[config.mk]
export PLATFORM = sky130hd
export DESIGN_NAME = fmt_async_tx
export DESIGN_NICKNAME = d
export VERILOG_FILES = /design/src/rtl/fatx_pkg.sv /design/src/rtl/fatx_fmt_decode.sv /design/src/rtl/fatx_parity.sv /design/src/rtl/fatx_bit_timer.sv /design/src/rtl/fmt_async_tx.sv
export SDC_FILE = /design/constraint.sdc
export NUM_CORES = 1
export LEC_CHECK = 0
export ABC_CLOCK_PERIOD_IN_PS = 7100
export BUFFER_PORTS_ARGS = -buffer_cell sky130_fd_sc_hd__buf_4
export CAP_MARGIN = 5
export CORE_MARGIN = 4
export CORE_UTILIZATION = 60
export DETAILED_ROUTE_END_ITERATION = 12
export HOLD_SLACK_MARGIN = 0.06
export PLACE_DENSITY = 0.82
export SLEW_MARGIN = 20
export SYNTH_ARGS = -nofsm -noshare
export SYNTH_HDL_FRONTEND = slang
export SYNTH_SLANG_ARGS = --single-unit
[constraint.sdc]
create_clock -name clk -period 7.1 [get_ports clk]
set_input_delay 0.355 -clock clk [delete_from_list [all_inputs] [get_ports clk]]
set_output_delay 0.355 -clock clk [all_outputs]
set_load 0.01 [all_outputs]
[src/rtl/fatx_pkg.sv]
package fatx_pkg;

    typedef enum logic [2:0] {
        ST_IDLE,
        ST_START,
        ST_DATA,
        ST_PAR,
        ST_STOP
    } tx_state_e;

    // Field order matches the control word: [5] stick, [4] even, [3] parity on,
    // [2] long stop, [1:0] length select.
    typedef struct packed {
        logic       par_stick;
        logic       par_even;
        logic       par_en;
        logic       long_stop;
        logic [1:0] len_sel;
    } line_fmt_t;

endpackage

[src/rtl/fatx_fmt_decode.sv]
module fatx_fmt_decode
    import fatx_pkg::*;
#(
    parameter int DATA_W = 8,
    parameter int TICKS_PER_BIT = 16,
    parameter int DB_W = $clog2(DATA_W + 1),
    parameter int CNT_W = $clog2(2 * TICKS_PER_BIT + 1)
) (
    input  line_fmt_t          fmt,
    output logic [DB_W-1:0]    data_bits,
    output logic [CNT_W-1:0]   stop_ticks
);
    localparam int MIN_BITS  = DATA_W - 3;
    localparam int HALF_STOP = TICKS_PER_BIT + TICKS_PER_BIT / 2;
    localparam int FULL_STOP = 2 * TICKS_PER_BIT;

    always_comb begin
        data_bits = DB_W'(MIN_BITS) + DB_W'(fmt.len_sel);
        if (!fmt.long_stop) begin
            stop_ticks = CNT_W'(TICKS_PER_BIT);
        end else if (fmt.len_sel == 2'b00) begin
            stop_ticks = CNT_W'(HALF_STOP);
        end else begin
            stop_ticks = CNT_W'(FULL_STOP);
        end
    end

    always_comb begin
        assert_stop_range_R5: assert (stop_ticks >= CNT_W'(TICKS_PER_BIT)
                                      && stop_ticks <= CNT_W'(FULL_STOP));
    end
endmodule

[src/rtl/fatx_parity.sv]
module fatx_parity
    import fatx_pkg::*;
#(
    parameter int DATA_W = 8,
    parameter int DB_W = $clog2(DATA_W + 1)
) (
    input  logic [DATA_W-1:0] data,
    input  logic [DB_W-1:0]   data_bits,
    input  line_fmt_t         fmt,
    output logic              par_bit
);
    logic [DATA_W-1:0] used;
    logic              ones_odd;

    for (genvar g = 0; g < DATA_W; g++) begin : g_mask
        assign used[g] = data[g] & (DB_W'(g) < data_bits);
    end

    always_comb begin
        ones_odd = ^used;
        if (fmt.par_stick) begin
            par_bit = ~fmt.par_even;
        end else if (fmt.par_even) begin
            par_bit = ones_odd;
        end else begin
            par_bit = ~ones_odd;
        end
    end
endmodule

[src/rtl/fatx_bit_timer.sv]
module fatx_bit_timer #(
    parameter int CNT_W = 6
) (
    input  logic             clk,
    input  logic             rst_n,
    input  logic             clear,
    input  logic             tick,
    input  logic [CNT_W-1:0] limit,
    output logic             bit_end
);
    logic [CNT_W-1:0] cnt_d, cnt_q;
    logic             at_last;

    always_comb begin
        at_last = (cnt_q == limit - CNT_W'(1));
        bit_end = tick && at_last && !clear;
        cnt_d   = cnt_q;
        if (clear) begin
            cnt_d = '0;
        end else if (tick) begin
            cnt_d = at_last ? '0 : cnt_q + CNT_W'(1);
        end
    end

    always_ff @(posedge clk or negedge rst_n) begin
        if (!rst_n) cnt_q <= '0;
        else        cnt_q <= cnt_d;
    end

    assert_cnt_in_window_R9: assert property (@(posedge clk) disable iff (!rst_n)
        !clear |-> cnt_q < limit);

    assert_cnt_frozen_R9: assert property (@(posedge clk) disable iff (!rst_n)
        (!tick && !clear) |=> $stable(cnt_q));
endmodule

[src/rtl/fmt_async_tx.sv]
module fmt_async_tx
    import fatx_pkg::*;
#(
    parameter int DATA_W = 8,
    parameter int CTL_W = 6,
    parameter int TICKS_PER_BIT = 16
) (
    input  logic              clk,
    input  logic              rst_n,
    input  logic              tick16,
    input  logic [DATA_W-1:0] tx_data,
    input  logic              tx_valid,
    input  logic [CTL_W-1:0]  line_ctl,
    output logic              tx_line,
    output logic              tx_ready,
    output logic              tx_done
);
    localparam int DB_W  = $clog2(DATA_W + 1);
    localparam int IDX_W = $clog2(DATA_W);
    localparam int CNT_W = $clog2(2 * TICKS_PER_BIT + 1);

    typedef struct packed {
        tx_state_e         state;
        line_fmt_t         fmt;
        logic [DATA_W-1:0] data;
        logic [IDX_W-1:0]  idx;
        logic              line;
        logic              done;
    } tx_regs_t;

    tx_regs_t r_d, r_q;

    logic [DB_W-1:0]  data_bits;
    logic [CNT_W-1:0] stop_ticks;
    logic [CNT_W-1:0] tmr_limit;
    logic             par_bit;
    logic             bit_end;
    logic             tmr_clear;
    logic             last_data;
    logic [IDX_W-1:0] idx_next;

    fatx_fmt_decode #(
        .DATA_W(DATA_W), .TICKS_PER_BIT(TICKS_PER_BIT), .DB_W(DB_W), .CNT_W(CNT_W)
    ) u_decode (
        .fmt        (r_q.fmt),
        .data_bits  (data_bits),
        .stop_ticks (stop_ticks)
    );

    fatx_parity #(.DATA_W(DATA_W), .DB_W(DB_W)) u_parity (
        .data      (r_q.data),
        .data_bits (data_bits),
        .fmt       (r_q.fmt),
        .par_bit   (par_bit)
    );

    fatx_bit_timer #(.CNT_W(CNT_W)) u_timer (
        .clk     (clk),
        .rst_n   (rst_n),
        .clear   (tmr_clear),
        .tick    (tick16),
        .limit   (tmr_limit),
        .bit_end (bit_end)
    );

    always_comb begin
        tmr_clear = (r_q.state == ST_IDLE);
        tmr_limit = (r_q.state == ST_STOP) ? stop_ticks : CNT_W'(TICKS_PER_BIT);
        last_data = (DB_W'(r_q.idx) == data_bits - DB_W'(1));
        idx_next  = r_q.idx + IDX_W'(1);

        r_d      = r_q;
        r_d.done = 1'b0;
        unique case (r_q.state)
            ST_IDLE: begin
                r_d.line = 1'b1;
                if (tx_valid) begin
                    r_d.state = ST_START;
                    r_d.fmt   = line_fmt_t'(line_ctl);
                    r_d.data  = tx_data;
                    r_d.idx   = '0;
                    r_d.line  = 1'b0;
                end
            end
            ST_START: begin
                if (bit_end) begin
                    r_d.state = ST_DATA;
                    r_d.idx   = '0;
                    r_d.line  = r_q.data[0];
                end
            end
            ST_DATA: begin
                if (bit_end) begin
                    if (!last_data) begin
                        r_d.idx  = idx_next;
                        r_d.line = r_q.data[idx_next];
                    end else if (r_q.fmt.par_en) begin
                        r_d.state = ST_PAR;
                        r_d.line  = par_bit;
                    end else begin
                        r_d.state = ST_STOP;
                        r_d.line  = 1'b1;
                    end
                end
            end
            ST_PAR: begin
                if (bit_end) begin
                    r_d.state = ST_STOP;
                    r_d.line  = 1'b1;
                end
            end
            ST_STOP: begin
                if (bit_end) begin
                    r_d.state = ST_IDLE;
                    r_d.done  = 1'b1;
                end
            end
            default: begin
                r_d.state = ST_IDLE;
                r_d.line  = 1'b1;
            end
        endcase
    end

    always_ff @(posedge clk or negedge rst_n) begin
        if (!rst_n) begin
            r_q       <= '0;
            r_q.state <= ST_IDLE;
            r_q.line  <= 1'b1;
        end else begin
            r_q <= r_d;
        end
    end

    assign tx_line  = r_q.line;
    assign tx_ready = (r_q.state == ST_IDLE);
    assign tx_done  = r_q.done;

    assert_idle_line_high_R1: assert property (@(posedge clk) disable iff (!rst_n)
        tx_ready |-> tx_line);

    assert_start_low_R2: assert property (@(posedge clk) disable iff (!rst_n)
        $fell(tx_ready) |-> !tx_line);

    assert_stop_high_R2: assert property (@(posedge clk) disable iff (!rst_n)
        (r_q.state == ST_STOP) |-> tx_line);

    assert_no_parity_state_R6: assert property (@(posedge clk) disable iff (!rst_n)
        !r_q.fmt.par_en |-> r_q.state != ST_PAR);

    assert_stick_value_R8: assert property (@(posedge clk) disable iff (!rst_n)
        (r_q.state == ST_PAR && r_q.fmt.par_stick) |-> tx_line == ~r_q.fmt.par_even);

    assert_hold_without_tick_R9: assert property (@(posedge clk) disable iff (!rst_n)
        (!tx_ready && !tick16) |=> $stable(tx_line) && !tx_done);

    assert_format_held_R10: assert property (@(posedge clk) disable iff (!rst_n)
        (!tx_ready && !$past(tx_ready)) |-> $stable(r_q.fmt) && $stable(r_q.data));

    assert_done_single_R11: assert property (@(posedge clk) disable iff (!rst_n)
        tx_done |=> !tx_done);

    assert_done_with_ready_R11: assert property (@(posedge clk) disable iff (!rst_n)
        tx_done |-> tx_ready && $past(!tx_ready));
endmodule

==> summary.txt, run 1 <==
Clock slew at reported path FFs - 150 ps
Critical Path Start Type - register
Diodes inserted - 0
TritonRoute pass-1 iters - 4
Clk sinks - 28
Largest area contributor in the netlist - dfrtp_1
Max cap viols - 0
R2R depth - 10
Crit. End Element - register
Ratio of cells with drive above 1 in the final layout - 30.81%
GRT Util Overall - 20.21%
Clock tree buffer depth - 2
CTS root buffer - clkbuf_4
Seq/Total Area, Yosys - 42.47%
Dpl hpwl - 2.452 mm
Multi-input gate area - 904.6 um^2
Adder-Cell Fraction of Synth Area - 2.271%
Largest net degree at the start of global routing - 29
RSZ-0062 raised after global routing - false
Final Setup Violations - 0
Yosys warns - 0
Synth Area in XOR/XNOR - 6.662%
CTS tree - yes
Drt wl/cell - 15.67 um
Worst Hold Launch - tx_data[3]
Register area - 701.9 um^2
Critical path required time - 7300 ps
Worst-Skew Late Latency - 330 ps
Arrival @ worst endpoint - 3060 ps
NumNets Final - 194
Hold Path Cell Cnt - 2
Ys flop type - dfrtp_1
Die height - 60.49 um
Hold Path Class - input port to register
Final Hold Violating Endpoints - 0
Global route overflow - 0
Setup crit start - r_q[20]
Via count - 1257
Area share of the largest cell type after synthesis - 40.88%
Vias in the first global route - 1239
Post-route minimum period - 2861 ps
PD cells - 370.7 nW/um^2
Max-slew violation count - 0
DR iter-0 viols - 65
Synthesized Nets - 174
Number of buffers added on ports - 20
Yosys reg bits - 28
Initial core utilization - 64.95%
Synth top area cells - dfrtp_1 41%, mux2_2 10%, xnor2_1 4.8%
Leakage power - 0.0007794 uW
Mean post-synth cell area - 10.80 um^2
Reg2reg setup slack - 4240 ps
Relative slew margins - 47.38%
Gpl congestion - 0.8672
Mapped Cells - 153
ANT nets after route - 0
Max VDD drop - 0.0003667 V
Core Area - 2545 um^2
Setup bufs post-CTS - 0
Via/cell ratio - 6.223
First-pass GRT wire length - 5.499 mm
Area grow syn2layout - 11.66%
Post-synthesis mux area share - 13.55%
Synth cell count leaders - 27 x dfrtp_1, 15 x mux2_2, 12 x nor2_1
Critical path type - register to register
Worst R2R Start - r_q[20]
Initial antenna violation count - 0
Fillers - 191
Largest family of logic cells by synthesized area - simple AND/OR/NAND/NOR gates
Library cells used by synthesis - 47
Final Cycle Share - 40.29%
H-tree depth - 1
Top Ports - 21
EDFF count, synth - 0
DIE WIDTH - 60.49 um
Mapped Area - 1653 um^2
Power, Total - 684.1 uW
Crit path max fanout - 11
Worst-margin pin slew - 788.4 ps
DRC errors left - 0
WL final - 3.166 mm
Die Area - 3658 um^2
CTS buffer count - 3
Top-count cell post-synth - dfrtp_1
Outcome - completed
Clock Skews - 5.735 ps
Synth Area in Compound Gates - 14.31%
Asr flop ratio synth - 100.0%
TNS Setup - 0 ps
Simple-Gate Fraction of Synth Area - 17.94%
RR Endpoint - r_q[2]
Hold path endpoint - r_q[8]
Core Rows - 18
Max frequency - 0.3496 GHz
## routing by layer
metal | GRT usage [%] | vias up | share of wire (%)
met5 | 0 | - | 0
met4 | 8.359 | 0 | 1.3
met3 | 2.553 | 4 | 3.9
met2 | 34.72 | 24 | 51
met1 | 25.85 | 624 | 44
li1 | - | 605 | -
## final cells by class
class	count	area share, %
Inverter	4	0.8136
Timing Repair Buffer	21	8.678
Multi-Input combinational cell	115	49.02
Tap cell	30	2.034
Clock buffer	4	1.424
Sequential cell	28	38.03
## what timing repair did
action                                  4_1_cts  5_1_grt
hold endpoints to repair                     27        0
resized for setup                             0        0
hold buffers                                  1        0
endpoints found under the setup margin        0        0
## power breakdown
group	leakage [uW]	internal (uW)	switching (uW)
registers	0.000342	226	84.7
clock network	0.0000150	22.1	46.5
logic	0.000423	178	127
## worst max path at each step
| stage | to | slack (ps) | cells after the start |
|---|---|---|---|
| after CTS | r_q[4] | 4250 | 10 |
| after global placement | r_q[4] | 4400 | 10 |
| after detailed placement | r_q[4] | 4260 | 10 |
| final | r_q[2] | 4240 | 10 |
| after global routing | r_q[4] | 3960 | 10 |
| after floorplan | r_q[4] | 4530 | 11 |
## through the flow
step                      area (um^2)  hold slack [ps]  utilization [%]  setup WS [ps]  instances
after floorplan                  1653            59.41                -           4527        153
after CTS                        1846            237.4            72.52           4248        202
final                            1846            243.3            72.52           4239        202
after detailed placement         1809            290.5            71.09           4264        197
after global placement           1809            284.5            71.09           4396        197
after global routing             1846            226.5            72.52           3965        202
## sequential cells by signal, summed over array words and instances, names as in the netlist
name / flops
u_timer.cnt_q: 6
tx_done: 1
tx_line: 1
r_q: 20
## cell families (layout without fill, tap and decap cells)
family	Yosys count	in the layout
simple gates	51	51
compound gates	32	32
flops	28	28
mux	18	18
xor+xnor	11	11
buf+inv	10	29
fa+ha+maj	3	3
## layout by cell type (no fill, tap or decap), types with 3 or more instances in the layout
cell,synthesis,layout
dfrtp_1,27,27
buf_4,0,20
mux2_2,15,15
nor2_1,12,12
nand2_1,10,10
xnor2_1,9,9
a21oi_1,8,8
o21ai_0,8,8
and3_1,5,5
inv_1,4,4
nand3_1,4,4
nand4_1,3,3
o311ai_0,3,3
ha_1,3,3
clkbuf_4,0,3
## critical path: stages (launching register included)
cell and delay [ps]:
dfrtp_1 540, nor2_1 180, nand2_1 130, nor3b_1 240
ha_1 280, xnor2_1 130, nand4_1 230, a21oi_1 400
nand2_1 120, o311ai_0 290, o311ai_0 180
No activity file was read; power rests on OpenSTA's default activity.
==> run 2, diff against run 1 <==
Settings changed: ABC_CLOCK_PERIOD_IN_PS 7100 to 2340, CORE_UTILIZATION 60 to 51, PLACE_DENSITY 0.82 to 0.74.
Clock period 7.1 ns to 2.34 ns, I/O delays scaled along.
==> summary.txt, run 2 (synthesis results as in run 1) <==
DIE WIDTH - 64.93 um (was 60.49 um)
WL final - 3.896 mm (was 3.166 mm)
Worst-margin pin slew - 490.9 ps (was 788.4 ps)
Initial core utilization - 53.70% (was 64.95%)
DR iter-0 viols - 56 (was 65)
CTS tree - yes (unchanged)
Number of buffers added on ports - 20 (unchanged)
Post-route minimum period - 2451 ps (was 2861 ps)
Placed Instance Area - 1984 um^2 (was 1809 um^2)
Non-Filler Instances - 252 (was 202)
Commonest non-fill, non-tap cell in the layout - buf_4 (was dfrtp_1)
Clock tree buffer depth - 2 (unchanged)
Clk sinks - 28 (unchanged)
Cell area after layout - 2317 um^2 (was 1846 um^2)
Buf/Inv on CP - 0 (unchanged)
Setup crit start - r_q[20] (unchanged)
Delay-heaviest family, CP - simple AND/OR/NAND/NOR gates (unchanged)
H-tree depth - 1 (unchanged)
Drt wl/cell - 15.46 um (was 15.67 um)
Critical path required time - 2550 ps (was 7300 ps)
R2R depth - 9 (was 10)
Critical Path Max Stage Delay - 460 ps (was 540 ps)
RR Endpoint - r_q[4] (was r_q[2])
Worst path depth - 9 (was 10)
Critical path type - register to register (unchanged)
Hold Path Class - input port to register (unchanged)
CTS root buffer - clkbuf_4 (unchanged)
Relative slew margins - 67.15% (was 47.38%)
Reg with most FFs - r_q (unchanged)
Global route overflow - 0 (unchanged)
Die height - 64.93 um (was 60.49 um)
Dpl hpwl - 2.671 mm (was 2.452 mm)
Die Area - 4216 um^2 (was 3658 um^2)
Gpl congestion - 0.9043 (was 0.8672)
TritonRoute pass-1 iters - 4 (unchanged)
Worst Setup EP - r_q[4] (was r_q[2])
Crit. End Element - register (unchanged)
Vias in the first global route - 1472 (was 1239)
Max cap viols - 0 (unchanged)
Placed cell count - 230 (was 197)
Top Ports - 21 (unchanged)
Most frequent cells in the layout - 40 x buf_4, 27 x dfrtp_1, 15 x mux2_2, 15 x dlygate4sd3_1, 10 x nor2_1 (was 27 x dfrtp_1, 20 x buf_4, 15 x mux2_2)
Via count - 1416 (was 1257)
CTS buffer count - 3 (unchanged)
Cell at the slowest stage of the critical path - dfrtp_1 (unchanged)
Largest net degree at the start of global routing - 29 (unchanged)
Initial antenna violation count - 0 (unchanged)
Crit path max fanout - 3 (was 11)
Core Rows - 20 (was 18)
Outcome - complete, but fails checks (was completed)
Clock slew at reported path FFs - 150 ps (about the same)
Worst setup slack after layout - -111.3 ps (was 4239 ps)
ANT nets after route - 0 (unchanged)
Reg2reg setup slack - -110 ps (was 4240 ps)
GRT Util Overall - 19.86% (was 20.21%)
Largest register FFs - 20 (unchanged)
Ratio of cells with drive above 1 in the final layout - 44.23% (was 30.81%)
Power, Total - 2412 uW (was 684.1 uW)
Via/cell ratio - 5.619 (was 6.223)
Worst-Skew Late Latency - 330 ps (about the same)
Leakage power - 0.0009822 uW (was 0.0007794 uW)
Max-slew violation count - 0 (unchanged)
Max VDD drop - 0.001073 V (was 0.0003667 V)
Fillers - 216 (was 191)
Diodes inserted - 0 (unchanged)
NumNets Final - 230 (was 194)
Max frequency - 0.4079 GHz (was 0.3496 GHz)
Register area - 701.9 um^2 (unchanged)
Failing checks - setup timing
Clock Skews - 6.711 ps (was 5.735 ps)
Area grow syn2layout - 40.20% (was 11.66%)
Crit path cell chain - nor3b_2 -> and3_4 -> ha_4 -> xnor2_2 -> nand4_1 -> a211oi_4 -> nand3_4 -> o311ai_1 -> nand3_2 (was nor2_1 -> nand2_1 -> nor3b_1 -> ha_1 -> xnor2_1 -> nand4_1 -> a21oi_1 -> nand2_1 -> o311ai_0 -> o311ai_0)
PD cells - 1041 nW/um^2 (was 370.7 nW/um^2)
Critical Path Start Type - register (unchanged)
DRC errors left - 0 (unchanged)
Final Hold Violating Endpoints - 0 (unchanged)
RSZ-0062 raised after global routing - true (was false)
First-pass GRT wire length - 6.527 mm (was 5.499 mm)
Final Setup Violations - 5 (was 0)
Worst R2R Start - r_q[20] (unchanged)
Core Area - 3078 um^2 (was 2545 um^2)
Arrival @ worst endpoint - 2660 ps (was 3060 ps)
Multi-input gate area - 1020 um^2 (was 904.6 um^2)
Top flop regs - r_q (20), u_timer.cnt_q (6) (unchanged)
Final Cycle Share - 104.8% (was 40.29%)
## run 2: how the worst min path moves through the flow
stage	start	end	slack [ps]	cells past startpoint
floorplan	rst_n	r_q[10]	-180	0
global placement	rst_n	u_timer.cnt_q[3]	50	1
detailed placement	rst_n	u_timer.cnt_q[2]	50	1
CTS	tick16	u_timer.cnt_q[4]	130	4
global route	tick16	u_timer.cnt_q[4]	130	4
finish	tick16	u_timer.cnt_q[4]	130	4
## run 2: where the power goes
group	total (uW)	switching (uW)	leakage, uW	internal [uW]
clock	317	144	0.0000279	173
sequential	894	208	0.000342	686
combinational	1200	525	0.000613	676
## run 2: layer usage
metal  track usage, %  vias to the layer above  wire [um]
li1                 -                      671          -
met3            3.466                        7        154
met4            5.541                        0         44
met1            21.48                      703       1591
met5                0                        -          0
met2            38.83                       35       2105
## run 2: layout make-up
class,instances,area share [%]
clock buffers,3,0.9719
clock inverters,1,1.296
inverters,4,0.6479
multi-input cells,115,44.01
flip-flops and latches,28,30.29
well taps,44,2.376
repair buffers,57,20.41
## run 2: worst reg2reg max path, stage by stage, from the launching register on
cell and delay [ps]:
dfrtp_1 460, nor3b_2 240, and3_4 220, ha_4 200, xnor2_2 140, nand4_1 180, a211oi_4 310, nand3_4 120
o311ai_1 330, nand3_2 130
## run 2: repair_timing
item | 4_1_cts | 5_1_grt
resized for setup | 13 | 9
setup endpoints to repair | 9 | 11
hold endpoints to repair | 42 | 0
setup buffers | 2 | 2
hold buffers | 15 | 0
pin swaps | 7 | 8
## run 2: through the flow
| stage | utilization, % | hold WS, ps | setup WS (ps) | setup TNS, ps |
|---|---|---|---|---|
| floorplan | - | -178.6 | -164.3 | -247.4 |
| global placement | 64.47 | 48.49 | -49.15 | -110.5 |
| detailed placement | 64.47 | 54.59 | -186.3 | -742.4 |
| CTS | 73.78 | 131.4 | -85.43 | -232.2 |
| global route | 75.28 | 133.4 | -322.8 | -1343 |
| finish | 75.28 | 133.1 | -111.3 | -224.6 |
